File: src/rtl/rsc_pkg.sv
package rsc_pkg;
  localparam int PR_AW     = 16;
  localparam int PR_DW     = 16;
  localparam int BUF_AW    = 32;
  localparam int BYTE_W    = 8;
  localparam int DESC_STEP = 8;
  localparam int OFS_STAT  = 0;
  localparam int OFS_LEN   = 2;
  localparam int OFS_AHI   = 4;
  localparam int OFS_ALO   = 6;
  localparam int BIT_BUSY  = 15;
  localparam int BIT_WRAP  = 13;
  localparam int MODE_RX_BIT = 5;
  localparam int MODE_TX_BIT = 4;
  localparam int EVT_RX_BIT  = 0;
  localparam int MASK_RX_BIT = 0;
  localparam logic [1:0] SEL_MODE = 2'd0;
  localparam logic [1:0] SEL_EVT  = 2'd1;
  localparam logic [1:0] SEL_MASK = 2'd2;

  typedef enum logic [3:0] {
    RX_IDLE, RX_PTR, RX_PTR_W, RX_AHI, RX_AHI_W, RX_ALO, RX_ALO_W,
    RX_STAT, RX_STAT_W, RX_DATA, RX_LEN, RX_STW, RX_FIN
  } rx_state_e;

  typedef enum logic [3:0] {
    TX_IDLE, TX_PTR, TX_PTR_W, TX_STAT, TX_STAT_W, TX_LEN, TX_LEN_W, TX_AHI,
    TX_AHI_W, TX_ALO, TX_ALO_W, TX_BRD, TX_BRD_W, TX_SEND, TX_CLR, TX_FIN
  } tx_state_e;
endpackage

File: src/rtl/rsc_regs.sv
module rsc_regs
  import rsc_pkg::*;
(
  input  logic             clk,
  input  logic             rst_n,
  input  logic             cfg_wr,
  input  logic [1:0]       cfg_sel,
  input  logic [PR_DW-1:0] cfg_wdata,
  input  logic             rx_evt_set,
  output logic [PR_DW-1:0] mode_q,
  output logic [PR_DW-1:0] evt_q,
  output logic [PR_DW-1:0] mask_q
);
  always_ff @(posedge clk) begin
    if (!rst_n) begin
      mode_q <= '0;
      evt_q  <= '0;
      mask_q <= '0;
    end else begin
      if (cfg_wr && cfg_sel == SEL_MODE) mode_q <= cfg_wdata;
      if (cfg_wr && cfg_sel == SEL_MASK) mask_q <= cfg_wdata;
      if (cfg_wr && cfg_sel == SEL_EVT)  evt_q  <= evt_q & ~cfg_wdata;
      if (rx_evt_set) evt_q[EVT_RX_BIT] <= 1'b1;
    end
  end
endmodule

File: src/rtl/rsc_arb2.sv
module rsc_arb2 #(
  parameter int W = 8
) (
  input  logic         req0,
  input  logic [W-1:0] pay0,
  input  logic         req1,
  input  logic [W-1:0] pay1,
  output logic         gnt0,
  output logic         gnt1,
  output logic         req,
  output logic [W-1:0] pay
);
  always_comb begin
    gnt0 = req0;
    gnt1 = req1 && !req0;
    req  = req0 || req1;
    pay  = req0 ? pay0 : pay1;
  end
endmodule

File: src/rtl/rsc_rx_engine.sv
module rsc_rx_engine
  import rsc_pkg::*;
#(
  parameter logic [PR_AW-1:0] PTR_LOC = 16'h8000,
  parameter int               SRC_W   = 8,
  parameter logic [SRC_W-1:0] SRC_CODE = '0
) (
  input  logic              clk,
  input  logic              rst_n,
  input  logic              en,
  input  logic              run,
  input  logic              rx_valid,
  input  logic [BYTE_W-1:0] rx_data,
  output logic              rx_ready,
  output logic              pr_req,
  output logic              pr_we,
  output logic [PR_AW-1:0]  pr_addr,
  output logic [PR_DW-1:0]  pr_wdata,
  input  logic              pr_gnt,
  input  logic [PR_DW-1:0]  pr_rdata,
  output logic              dm_req,
  output logic [BUF_AW-1:0] dm_addr,
  output logic [BYTE_W-1:0] dm_wdata,
  input  logic              dm_gnt,
  input  logic              irq_allow,
  output logic              evt_set,
  output logic              irq_req,
  output logic [SRC_W-1:0]  irq_src
);
  rx_state_e         st;
  logic [PR_AW-1:0]  idx_q, base_q, desc;
  logic [PR_DW-1:0]  stat_q;
  logic [BUF_AW-1:0] badr_q;
  logic [BYTE_W-1:0] byte_q;

  assign desc = base_q + idx_q;

  always_ff @(posedge clk) begin
    if (!rst_n) begin
      st <= RX_IDLE; idx_q <= '0; base_q <= '0; stat_q <= '0;
      badr_q <= '0; byte_q <= '0; irq_req <= 1'b0; irq_src <= '0;
    end else begin
      irq_req <= 1'b0;
      unique case (st)
        RX_IDLE:   if (run && rx_valid) begin byte_q <= rx_data; st <= RX_PTR; end
        RX_PTR:    if (pr_gnt) st <= RX_PTR_W;
        RX_PTR_W:  begin base_q <= pr_rdata; st <= RX_AHI; end
        RX_AHI:    if (pr_gnt) st <= RX_AHI_W;
        RX_AHI_W:  begin badr_q[BUF_AW-1:PR_DW] <= pr_rdata; st <= RX_ALO; end
        RX_ALO:    if (pr_gnt) st <= RX_ALO_W;
        RX_ALO_W:  begin badr_q[PR_DW-1:0] <= pr_rdata; st <= RX_STAT; end
        RX_STAT:   if (pr_gnt) st <= RX_STAT_W;
        RX_STAT_W: begin stat_q <= pr_rdata; st <= RX_DATA; end
        RX_DATA:   if (dm_gnt) st <= RX_LEN;
        RX_LEN:    if (pr_gnt) st <= RX_STW;
        RX_STW:    if (pr_gnt) st <= RX_FIN;
        RX_FIN: begin
          if (irq_allow) begin irq_req <= 1'b1; irq_src <= SRC_CODE; end
          idx_q <= stat_q[BIT_WRAP] ? '0 : idx_q + PR_AW'(DESC_STEP);
          st <= RX_IDLE;
        end
        default: st <= RX_IDLE;
      endcase
      if (!en) idx_q <= '0;
    end
  end

  always_comb begin
    rx_ready = (st == RX_IDLE) && run;
    evt_set  = (st == RX_FIN);
    pr_req   = (st == RX_PTR) || (st == RX_AHI) || (st == RX_ALO) ||
               (st == RX_STAT) || (st == RX_LEN) || (st == RX_STW);
    pr_we    = (st == RX_LEN) || (st == RX_STW);
    pr_wdata = '0;
    unique case (st)
      RX_PTR:  pr_addr = PTR_LOC;
      RX_AHI:  pr_addr = desc + PR_AW'(OFS_AHI);
      RX_ALO:  pr_addr = desc + PR_AW'(OFS_ALO);
      RX_LEN:  begin pr_addr = desc + PR_AW'(OFS_LEN); pr_wdata = PR_DW'(1); end
      RX_STW:  begin
        pr_addr  = desc + PR_AW'(OFS_STAT);
        pr_wdata = stat_q & ~(PR_DW'(1) << BIT_BUSY);
      end
      default: pr_addr = desc + PR_AW'(OFS_STAT);
    endcase
    dm_req   = (st == RX_DATA);
    dm_addr  = badr_q;
    dm_wdata = byte_q;
  end
endmodule

File: src/rtl/rsc_tx_engine.sv
module rsc_tx_engine
  import rsc_pkg::*;
#(
  parameter logic [PR_AW-1:0] PTR_LOC = 16'h8002
) (
  input  logic              clk,
  input  logic              rst_n,
  input  logic              en,
  output logic              tx_valid,
  output logic [BYTE_W-1:0] tx_data,
  input  logic              tx_ready,
  output logic              pr_req,
  output logic              pr_we,
  output logic [PR_AW-1:0]  pr_addr,
  output logic [PR_DW-1:0]  pr_wdata,
  input  logic              pr_gnt,
  input  logic [PR_DW-1:0]  pr_rdata,
  output logic              dm_req,
  output logic [BUF_AW-1:0] dm_addr,
  input  logic              dm_gnt,
  input  logic [BYTE_W-1:0] dm_rdata
);
  tx_state_e         st;
  logic [PR_AW-1:0]  idx_q, base_q, desc;
  logic [PR_DW-1:0]  stat_q, len_q, cnt_q;
  logic [BUF_AW-1:0] badr_q;
  logic [BYTE_W-1:0] byte_q;

  assign desc = base_q + idx_q;

  always_ff @(posedge clk) begin
    if (!rst_n) begin
      st <= TX_IDLE; idx_q <= '0; base_q <= '0; stat_q <= '0; len_q <= '0;
      cnt_q <= '0; badr_q <= '0; byte_q <= '0;
    end else begin
      unique case (st)
        TX_IDLE:   if (en) st <= TX_PTR;
        TX_PTR:    if (pr_gnt) st <= TX_PTR_W;
        TX_PTR_W:  begin base_q <= pr_rdata; st <= TX_STAT; end
        TX_STAT:   if (pr_gnt) st <= TX_STAT_W;
        TX_STAT_W: begin
          stat_q <= pr_rdata;
          st <= pr_rdata[BIT_BUSY] ? TX_LEN : TX_IDLE;
        end
        TX_LEN:    if (pr_gnt) st <= TX_LEN_W;
        TX_LEN_W:  begin len_q <= pr_rdata; st <= TX_AHI; end
        TX_AHI:    if (pr_gnt) st <= TX_AHI_W;
        TX_AHI_W:  begin badr_q[BUF_AW-1:PR_DW] <= pr_rdata; st <= TX_ALO; end
        TX_ALO:    if (pr_gnt) st <= TX_ALO_W;
        TX_ALO_W:  begin
          badr_q[PR_DW-1:0] <= pr_rdata;
          cnt_q <= '0;
          st <= (len_q == '0) ? TX_CLR : TX_BRD;
        end
        TX_BRD:    if (dm_gnt) st <= TX_BRD_W;
        TX_BRD_W:  begin byte_q <= dm_rdata; st <= TX_SEND; end
        TX_SEND:   if (tx_ready) begin
          cnt_q <= cnt_q + 1'b1;
          st <= (cnt_q + 1'b1 == len_q) ? TX_CLR : TX_BRD;
        end
        TX_CLR:    if (pr_gnt) st <= TX_FIN;
        TX_FIN:    begin
          idx_q <= stat_q[BIT_WRAP] ? '0 : idx_q + PR_AW'(DESC_STEP);
          st <= TX_IDLE;
        end
        default:   st <= TX_IDLE;
      endcase
      if (!en) idx_q <= '0;
    end
  end

  always_comb begin
    tx_valid = (st == TX_SEND);
    tx_data  = byte_q;
    pr_req   = (st == TX_PTR) || (st == TX_STAT) || (st == TX_LEN) ||
               (st == TX_AHI) || (st == TX_ALO) || (st == TX_CLR);
    pr_we    = (st == TX_CLR);
    pr_wdata = stat_q & ~(PR_DW'(1) << BIT_BUSY);
    unique case (st)
      TX_PTR:  pr_addr = PTR_LOC;
      TX_LEN:  pr_addr = desc + PR_AW'(OFS_LEN);
      TX_AHI:  pr_addr = desc + PR_AW'(OFS_AHI);
      TX_ALO:  pr_addr = desc + PR_AW'(OFS_ALO);
      default: pr_addr = desc + PR_AW'(OFS_STAT);
    endcase
    dm_req  = (st == TX_BRD);
    dm_addr = badr_q + BUF_AW'(cnt_q);
  end
endmodule

File: src/rtl/rsc_ring_ctrl.sv
module rsc_ring_ctrl
  import rsc_pkg::*;
#(
  parameter logic [PR_AW-1:0] RX_PTR_LOC   = 16'h8000,
  parameter logic [PR_AW-1:0] TX_PTR_LOC   = 16'h8002,
  parameter int               IRQ_SRC_W    = 8,
  parameter logic [IRQ_SRC_W-1:0] IRQ_SRC_CODE = 8'h28
) (
  input  logic                 clk,
  input  logic                 rst_n,
  input  logic                 cfg_wr,
  input  logic [1:0]           cfg_sel,
  input  logic [PR_DW-1:0]     cfg_wdata,
  output logic [PR_DW-1:0]     evt_o,
  input  logic                 rx_valid,
  input  logic [BYTE_W-1:0]    rx_data,
  output logic                 rx_ready,
  output logic                 tx_valid,
  output logic [BYTE_W-1:0]    tx_data,
  input  logic                 tx_ready,
  output logic                 pr_en,
  output logic                 pr_we,
  output logic [PR_AW-1:0]     pr_addr,
  output logic [PR_DW-1:0]     pr_wdata,
  input  logic [PR_DW-1:0]     pr_rdata,
  output logic                 dm_en,
  output logic                 dm_we,
  output logic [BUF_AW-1:0]    dm_addr,
  output logic [BYTE_W-1:0]    dm_wdata,
  input  logic [BYTE_W-1:0]    dm_rdata,
  input  logic                 irq_allow,
  output logic                 irq_req,
  output logic [IRQ_SRC_W-1:0] irq_src
);
  localparam int PR_PAY = 1 + PR_AW + PR_DW;
  localparam int DM_PAY = 1 + BUF_AW + BYTE_W;

  logic [PR_DW-1:0]  mode_q, evt_q, mask_q;
  logic              rx_evt_set, rx_run;
  logic              rx_pr_req, rx_pr_we, rx_pr_gnt, rx_dm_req, rx_dm_gnt;
  logic [PR_AW-1:0]  rx_pr_addr;
  logic [PR_DW-1:0]  rx_pr_wdata;
  logic [BUF_AW-1:0] rx_dm_addr;
  logic [BYTE_W-1:0] rx_dm_wdata;
  logic              tx_pr_req, tx_pr_we, tx_pr_gnt, tx_dm_req, tx_dm_gnt;
  logic [PR_AW-1:0]  tx_pr_addr;
  logic [PR_DW-1:0]  tx_pr_wdata;
  logic [BUF_AW-1:0] tx_dm_addr;

  rsc_regs u_regs (
    .clk, .rst_n, .cfg_wr, .cfg_sel, .cfg_wdata, .rx_evt_set,
    .mode_q, .evt_q, .mask_q
  );

  assign evt_o  = evt_q;
  assign rx_run = mode_q[MODE_RX_BIT] && !evt_q[EVT_RX_BIT] && mask_q[MASK_RX_BIT];

  rsc_rx_engine #(.PTR_LOC(RX_PTR_LOC), .SRC_W(IRQ_SRC_W), .SRC_CODE(IRQ_SRC_CODE)) u_rx (
    .clk, .rst_n, .en(mode_q[MODE_RX_BIT]), .run(rx_run),
    .rx_valid, .rx_data, .rx_ready,
    .pr_req(rx_pr_req), .pr_we(rx_pr_we), .pr_addr(rx_pr_addr), .pr_wdata(rx_pr_wdata),
    .pr_gnt(rx_pr_gnt), .pr_rdata,
    .dm_req(rx_dm_req), .dm_addr(rx_dm_addr), .dm_wdata(rx_dm_wdata), .dm_gnt(rx_dm_gnt),
    .irq_allow, .evt_set(rx_evt_set), .irq_req, .irq_src
  );

  rsc_tx_engine #(.PTR_LOC(TX_PTR_LOC)) u_tx (
    .clk, .rst_n, .en(mode_q[MODE_TX_BIT]), .tx_valid, .tx_data, .tx_ready,
    .pr_req(tx_pr_req), .pr_we(tx_pr_we), .pr_addr(tx_pr_addr), .pr_wdata(tx_pr_wdata),
    .pr_gnt(tx_pr_gnt), .pr_rdata,
    .dm_req(tx_dm_req), .dm_addr(tx_dm_addr), .dm_gnt(tx_dm_gnt), .dm_rdata
  );

  rsc_arb2 #(.W(PR_PAY)) u_pr_arb (
    .req0(rx_pr_req), .pay0({rx_pr_we, rx_pr_addr, rx_pr_wdata}),
    .req1(tx_pr_req), .pay1({tx_pr_we, tx_pr_addr, tx_pr_wdata}),
    .gnt0(rx_pr_gnt), .gnt1(tx_pr_gnt),
    .req(pr_en), .pay({pr_we, pr_addr, pr_wdata})
  );

  rsc_arb2 #(.W(DM_PAY)) u_dm_arb (
    .req0(rx_dm_req), .pay0({1'b1, rx_dm_addr, rx_dm_wdata}),
    .req1(tx_dm_req), .pay1({1'b0, tx_dm_addr, {BYTE_W{1'b0}}}),
    .gnt0(rx_dm_gnt), .gnt1(tx_dm_gnt),
    .req(dm_en), .pay({dm_we, dm_addr, dm_wdata})
  );
endmodule

File: config.mk
export PLATFORM = sky130hd
export DESIGN_NAME = rsc_ring_ctrl
export DESIGN_NICKNAME = d
export VERILOG_FILES = /design/src/rtl/rsc_pkg.sv /design/src/rtl/rsc_regs.sv /design/src/rtl/rsc_arb2.sv /design/src/rtl/rsc_rx_engine.sv /design/src/rtl/rsc_tx_engine.sv /design/src/rtl/rsc_ring_ctrl.sv
export SDC_FILE = /design/constraint.sdc
export NUM_CORES = 1
export LEC_CHECK = 0
export BUFFER_PORTS_ARGS = -buffer_cell sky130_fd_sc_hd__buf_2
export CORE_AREA = 2 2 181 165
export DETAILED_ROUTE_END_ITERATION = 16
export DIE_AREA = 0 0 183 167
export GPL_ROUTABILITY_DRIVEN = 0
export PLACE_DENSITY = 0.75
export SETUP_SLACK_MARGIN = 0.5
export SYNTH_ARGS = -nofsm -noshare
export SYNTH_HDL_FRONTEND = slang
export SYNTH_HIERARCHICAL = 1
export SYNTH_SLANG_ARGS = --single-unit
File: constraint.sdc
create_clock -name clk -period 3.9 [get_ports clk]
set_input_delay 0.585 -clock clk [delete_from_list [all_inputs] [get_ports clk]]
set_output_delay 0.585 -clock clk [all_outputs]
set_load 0.05 [all_outputs]
==> results of run 1 <==
state kept, by name (all words and copies together) (netlist names), 13 cells and up:
name          cells
u_rx/dm_addr     32
u_rx/base_q      16
u_regs/evt_q     16
u_rx/stat_q      15
u_tx/cnt_q       16
u_tx/len_q       16
u_tx/badr_q      32
u_tx/base_q      16
u_tx/stat_q      15
u_tx/idx_q       13
u_rx/idx_q       13
per-layer routing:
layer	wire (um)	share of wire, %
met1	18800	42
met2	21500	48
met3	3410	7.6
met4	1340	3.0
met5	0	0
timing repair:
action                     4_1_cts  5_1_grt
gates resized for setup        256      125
pin swaps                       55       49
setup endpoints to repair       37       42
setup buffers                   42       12
worst max-delay path, cell delays in order, from the launching register on:
cell      delay [ns]
dfxtp_2         0.34
ha_4            0.25
a21oi_4         0.17
o211ai_1        0.11
buf_4           0.17
a211oi_4        0.25
xnor2_2         0.15
or4b_4          0.49
or2_0           0.24
mux2i_1         0.14
o22ai_1         0.11
mux2_4          0.30
buf_8           0.15
power groups by stage:
stage | combinational (mW) | clock, mW | sequential (mW)
global placement | 1.25 | 0 | 2.52
finish | 1.46 | 2.74 | 2.49
floorplan | 0.984 | 0 | 2.51
detailed placement | 1.26 | 0 | 2.53
CTS | 1.36 | 2.78 | 2.49
global route | 1.54 | 2.88 | 2.50
layout make-up:
class,instances,share of cell area (%)
clock inverter,15,1.28
multi-input combinational,1444,56.3
timing repair buffer,246,9.98
clock buffer,33,4.00
inverter,35,0.726
sequential,229,25.2
tap,366,2.48
stage by stage:
stage | power (mW) | instance area (um^2)
2_1_floorplan | 3.49 | 14600
5_1_grt | 6.92 | 18400
4_1_cts | 6.63 | 17800
3_3_place_gp | 3.77 | 15500
6_report | 6.69 | 18400
3_5_place_dp | 3.79 | 15500
path summary, 6_finish.rpt:
check,from,to,depth (start not counted)
max reg2reg,u_tx/cnt_q[0],u_tx/st[2],9
min reg2reg,u_regs/evt_q[2],u_regs/evt_q[2],2
min,cfg_wdata[6],u_regs/evt_q[6],2
max,u_tx/base_q[4],pr_addr[14],12
==> flow_summary.toml, run 1 <==
[status]
status = "complete, but fails checks"
violations = "negative setup slack"

[sta]
relSlewSlack_pct = 11.9
fin_tns_setup_ns = -0.0859
min_period_ns = 3.99
rsz0062_at_grt = "true"
worst_slack_ns = -0.0859
max_freq_ghz = 0.251
skew_ns = 0.0356
period_share_pct = 102
tightest_slew_ns = 1.32
setup_viol = 1
hold_violations = 0
slew_viol_final = 0
holdWs_ns = 0.196

[detailed_routing]
finalWirelength_um = 45100
dr.first_iter.drc_count = 1517
drt_pass1_iterations = 5
ant_nets = 0
viasPerCell = 5.80
vias = 13700
wl_per_cell_um = 19.0
drc = 0

[die]
core-area_um2 = 28600
die_h_um = 167
fp.dieArea_um2 = 30600
core.rowCount = 59
io_pins = 167
die_x_um = 183
initial_core_util_pct = 50.7

[layout]
layout-drive-gt1-share_pct = 29.8
register_area_um2 = 4650
fin_nets = 2088
layout_commonest_cell = "nand2_1"
final_cell_mix = "397 x nand2_1, 192 x dfxtp_1, 123 x buf_2"
multi_input_area_um2 = 10400
diodes = 0
synthToLayoutAreaGrowth_pct = 26.9
final_core_util_pct = 64.3
fillers = 2281
final_cells = 2368

[critical_path]
r2r_slack_ns = 0.94
crit_fanout = 3
crit_path_end_kind = "primary output"
critPathKind = "register to primary output"
required_ns = 3.31
cp_data_arrival_time_ns = 3.40
critPathLaunchType = "register"

[worst_hold_path]
hold_class = "input pin to register"

[placed_design]
hpwl_um = 28700
dp_cells = 2266
port_buffers = 159
dp_slack_ns = 0.218

[pwr]
seqPwrFrac_pct = 37.2
switching_share_pct = 30.9
peakVddDrop_mv = 0.390
switchingPower_mw = 2.07
power.leakage_nw = 7.24
power_frac_clock_pct = 40.9
p_int_mw = 4.63
pwr-share-comb_pct = 21.8
pwr_density_cell_nw_per_um2 = 363

[global_routing]
grt_pass1_vias = 13100
antenna_found_initial = 0
grt_use_met1_pct = 37.2
grt_busiest_layer = "met2"
overflow = 0
track_usage_pct = 27.8
grt_use_met3_pct = 4.92
grt_max_degree = 79
met2_usage_pct = 45.9
grt_pass1_wl_um = 68800

[clocking]
clk_pin_slew_ns = 0.07
hold_buffers = 0
clk_path_buf_depth = 3
cts_max_level = 1
insertion_delay_ns = 0.55
clkSinkCount = 229
cts_root_buffer = "clkbuf_16"
cts_tree = "built"
cts_made_buffers = 26

[yosys]
synth_cells = 1800
ys_warn_count = 6
syn_area_um2 = 14500
avgSynthCellArea_um2 = 8.07

[job]
cap_viol_max_count = 0
Power figures use the tool's default switching activity.
==> run 2: changes to the inputs <==
ABC_AREA = 1   (was unset)
CORE_AREA = 2 2 181 166   (was 2 2 181 165)
DIE_AREA = 0 0 183 168   (was 0 0 183 167)
RECOVER_POWER = 100   (was unset)
==> run 2 against run 1 <==
The run ends with max-capacitance violations, max-slew violations left. Non-clock buffer count down 31. Cell count up 21%. Sequential share of layout area up 0.92 points. Synthesized cell count up 29%. Area after synthesis up 1.1%. Global-route usage up 0.43 points. Worst setup slack better by 0.35 ns. Register-to-register slack worse by 0.16 ns. Largest cell class unchanged. Clock skew down 0.026 ns. Power up 21%. Highest routed layer unchanged.
==> flow_summary.toml, run 2 <==
[status]
status = "complete, but fails checks"
violations = "max-capacitance violations, max-slew violations"

[layout]
diodes = 0
final_cell_mix = "544 x nand2_1, 330 x nor2_1, 228 x inv_1"
synthToLayoutAreaGrowth_pct = 21.9
fin_nets = 2593
layout_commonest_cell = "nand2_1"
fillers = 2666
layout-drive-gt1-share_pct = 20.8

[detailed_routing]
dr.first_iter.drc_count = 1539
drt_pass1_iterations = 6
wl_per_cell_um = 16.0
finalWirelength_um = 46000
ant_nets = 0
vias = 16000
drc = 0
viasPerCell = 5.55

[die]
io_pins = 167
fp.dieArea_um2 = 30700
core-area_um2 = 29100
core.rowCount = 60
die_h_um = 168
initial_core_util_pct = 50.4
die_x_um = 183

[clocking]
insertion_delay_ns = 0.53
cts_tree = "built"
hold_buffers = 0
cts_root_buffer = "clkbuf_16"
cts_made_buffers = 26
clk_pin_slew_ns = 0.06
clkSinkCount = 229
cts_max_level = 1
clk_path_buf_depth = 3

[yosys]
syn_area_um2 = 14700
ys_warn_count = 6
avgSynthCellArea_um2 = 6.34
synth_cells = 2316

[critical_path]
critPathLaunchType = "register"
critPathKind = "register to primary output"
crit_path_end_kind = "primary output"
cp_data_arrival_time_ns = 3.05
crit_fanout = 8
required_ns = 3.31

[sta]
period_share_pct = 93.2
min_period_ns = 3.63
rsz0062_at_grt = "true"
worst_slack_ns = 0.266
max_freq_ghz = 0.275
setup_viol = 0
relSlewSlack_pct = -73.2
tightest_slew_ns = 2.60
fin_tns_setup_ns = 0
skew_ns = 0.00929
hold_violations = 0
slew_viol_final = 74

[global_routing]
overflow = 0
grt_max_degree = 75
antenna_found_initial = 0
grt_pass1_wl_um = 71900
track_usage_pct = 28.3
grt_pass1_vias = 14500

[placed_design]
port_buffers = 159
hpwl_um = 30900
dp_slack_ns = 0.426

[pwr]
pwr_density_cell_nw_per_um2 = 454
peakVddDrop_mv = 0.352
power.leakage_nw = 8.17

[worst_hold_path]
hold_class = "input pin to register"

[job]
cap_viol_max_count = 1
==> run 2: cell count changes in the layout (fill, tap and decap cells not counted), sizes merged, moves of 30 or more <==
cell,previous run,this run
a21boi,96,1
xnor2,56,13
buf,245,120
nand3,33,146
mux2,77,0
clkbuf,34,132
nor2,110,375
o21ai,63,200
nand2,405,633
and2,30,0
nor2b,35,0
inv,38,265
nand4,15,45
==> run 2: worst paths after layout <==
path,startpoint,endpoint,slack [ns],cells past startpoint
hold reg to reg,u_regs/evt_q[2],u_regs/evt_q[2],0.45,2
hold / removal,dm_rdata[7],u_tx/tx_data[7],0.28,3
setup reg to reg,u_tx/st[1],u_tx/cnt_q[0],0.78,10
setup / recovery,u_tx/cnt_q[7],dm_addr[21],0.27,14
==> run 2: where the power goes <==
part	switching [mW]	internal [mW]
logic	2.16	0.866
registers	0.177	2.59
clock network	0.987	1.34
==> run 2: layer usage <==
layer	GRT usage (%)	vias to the layer above	wire [um]
met3	4.17	123	3440
met2	46.9	705	21400
met1	37.3	7398	19500
met5	0	-	0
met4	10.5	0	1700
li1	-	7751	-
==> run 2: worst max-delay path, cell delays in order (launching register included) <==
cell	delay (ns)
dfxtp_2	0.38
ha_4	0.33
nand2_2	0.09
nor2_1	0.33
nand2_1	0.14
nand2_2	0.11
a31oi_4	0.05
o21bai_1	0.21
nand2_1	0.09
nand2_2	0.11
nand2_1	0.08
xor2_1	0.16
nand2_1	0.07
nand2_1	0.08
clkbuf_2	0.28
==> run 2: what timing repair did <==
action	4_1_cts	5_1_grt
setup buffers	20	24
pin swaps	33	78
endpoints found under the setup margin	34	39
resized for setup	168	210
==> run 2: through the flow <==
step           cells  power, mW  utilization [%]  area (um^2)  hold slack [ns]
2_1_floorplan   2330       4.85                -        14700            0.430
3_3_place_gp    2787       5.35             53.5        15600            0.437
3_5_place_dp    2787       5.40             53.5        15600            0.442
4_1_cts         2853       7.92             59.2        17200            0.266
5_1_grt         2877       8.55             61.4        17900            0.272
6_report        2877       8.12             61.4        17900            0.280
==> run 2: area by class of cell <==
cell class | count | area [um^2] | share of cell area (%)
clock buffer | 37 | 753 | 4.21
tap | 372 | 465 | 2.60
clock inverter | 9 | 52.6 | 0.294
inverter | 275 | 1080 | 6.01
multi-input combinational | 1740 | 9590 | 53.6
timing repair buffer | 215 | 1280 | 7.15
sequential | 229 | 4680 | 26.2
==> run 3: changes to the inputs <==
RECOVER_POWER = 25   (was 100)
==> run 3 against run 2 <==
The flow now finishes without violations. Utilization is 0.47 points higher. Die area stayed put. Via count is 0.44% lower. Clock power hardly changed. Critical endpoint is now pr_addr[14]. Combinational power is 1% higher.
==> flow_summary.toml, run 3 (synthesized netlist as in run 2, its figures left out) <==
[die]
core.rowCount = 60
io_pins = 167
core-area_um2 = 29100
initial_core_util_pct = 50.4
die_h_um = 168
fp.dieArea_um2 = 30700
die_x_um = 183

[sta]
worst_slack_ns = 0.419
period_share_pct = 89.3
skew_ns = 0.00903
relSlewSlack_pct = 7.44
fin_tns_setup_ns = 0
slew_viol_final = 0
holdWs_ns = 0.281
rsz0062_at_grt = "true"
hold_violations = 0
setup_viol = 0
min_period_ns = 3.48
max_freq_ghz = 0.287
tightest_slew_ns = 1.39

[critical_path]
worstReg2RegEnd = "u_rx/idx_q[11]"
r2r_slack_ns = 1.03
endpoint = "pr_addr[14]"
critPathLaunchType = "register"
crit_path_end_kind = "primary output"
required_ns = 3.31
ff2ff_path_depth = 9
r2r-start = "u_rx/st[1]"
cp_data_arrival_time_ns = 2.90
critPathKind = "register to primary output"
worstSetupStartpoint = "u_rx/st[1]"
crit_fanout = 4

[clocking]
insertion_delay_ns = 0.53
clkSinkCount = 229
cts_root_buffer = "clkbuf_16"
cts_tree = "built"
clk_pin_slew_ns = 0.06
cts_made_buffers = 26
clk_path_buf_depth = 3
cts_max_level = 1
hold_buffers = 0

[pwr]
power.leakage_nw = 8.32
power_mw = 8.16
peakVddDrop_mv = 0.354
pwr_density_cell_nw_per_um2 = 452

[layout]
final_area_um2 = 18000
diodes = 0
final_cell_mix = "540 x nand2_1, 329 x nor2_1, 226 x inv_1"
layout_commonest_cell = "nand2_1"
synthToLayoutAreaGrowth_pct = 22.8
layout-drive-gt1-share_pct = 22.1
fin_nets = 2593

[detailed_routing]
drt_pass1_iterations = 7
drc = 0
ant_nets = 0
viasPerCell = 5.53
wl_per_cell_um = 16.0
vias = 15900
dr.first_iter.drc_count = 1496
finalWirelength_um = 45900

[worst_hold_path]
hp-start = "dm_rdata[7]"
hold_depth = 3
hold_class = "input pin to register"

[global_routing]
antenna_found_initial = 0
grt_pass1_wl_um = 71900
grt_pass1_vias = 14500
overflow = 0
grt_max_degree = 75
track_usage_pct = 28.3

[placed_design]
dp_slack_ns = 0.426
place_area_um2 = 15600
hpwl_um = 30900
port_buffers = 159

[job]
cap_viol_max_count = 0

[status]
status = "completed"
-- run 3: where the power goes --
part | total (mW) | internal (mW) | switching (mW)
logic | 3.07 | 0.904 | 2.16
clock network | 2.32 | 1.34 | 0.980
registers | 2.77 | 2.59 | 0.179
total | 8.16 | 4.83 | 3.32
-- run 3: timing repair --
action | CTS | global route
pin swaps | 33 | 78
setup buffers | 20 | 24
setup endpoints to repair | 34 | 39
resized for setup | 168 | 210
-- run 3: how the worst min path moves through the flow --
stage,slack (ns),endpoint
after floorplan,0.43,u_rx/base_q[0]
after global placement,0.44,u_regs/evt_q[5]
after detailed placement,0.44,u_regs/evt_q[13]
after CTS,0.27,u_tx/tx_data[4]
after global routing,0.27,u_tx/tx_data[7]
final,0.28,u_tx/tx_data[7]
-- run 3: worst max-delay path, stage by stage, from the launching register on --
cell     delay, ns
dfxtp_1       0.36
inv_1         0.07
nor2_1        0.23
nand2_4       0.11
ha_1          0.29
nand2_1       0.10
a21oi_4       0.19
inv_2         0.07
nor3_4        0.23
nand2_1       0.10
a21oi_2       0.15
nand2_1       0.09
nand2_1       0.06
nand2_1       0.04
nand2_1       0.06
nand2_1       0.06
buf_6         0.15
-- run 3: final cells by class --
class	instances	area, um^2
well taps	372	465
repair buffers	215	1370
clock buffers	37	753
fillers	2621	11100
inverters	275	1080
clock inverters	9	52.6
multi-input cells	1740	9630
flip-flops and latches	229	4690
-- run 3: per-layer routing --
layer / vias up / GRT usage [%] / share of wire (%)
li1: 7765 / - / -
met1: 7321 / 37.3 / 42
met2: 693 / 46.9 / 46
met3: 128 / 4.17 / 7.5
met4: 0 / 10.5 / 3.8
met5: - / 0 / 0
-- run 3: metrics by stage --
stage | util [%] | cells
2_1_floorplan | - | 2330
3_3_place_gp | 53.5 | 2787
3_5_place_dp | 53.5 | 2787
4_1_cts | 59.2 | 2853
5_1_grt | 61.9 | 2877
6_report | 61.9 | 2877
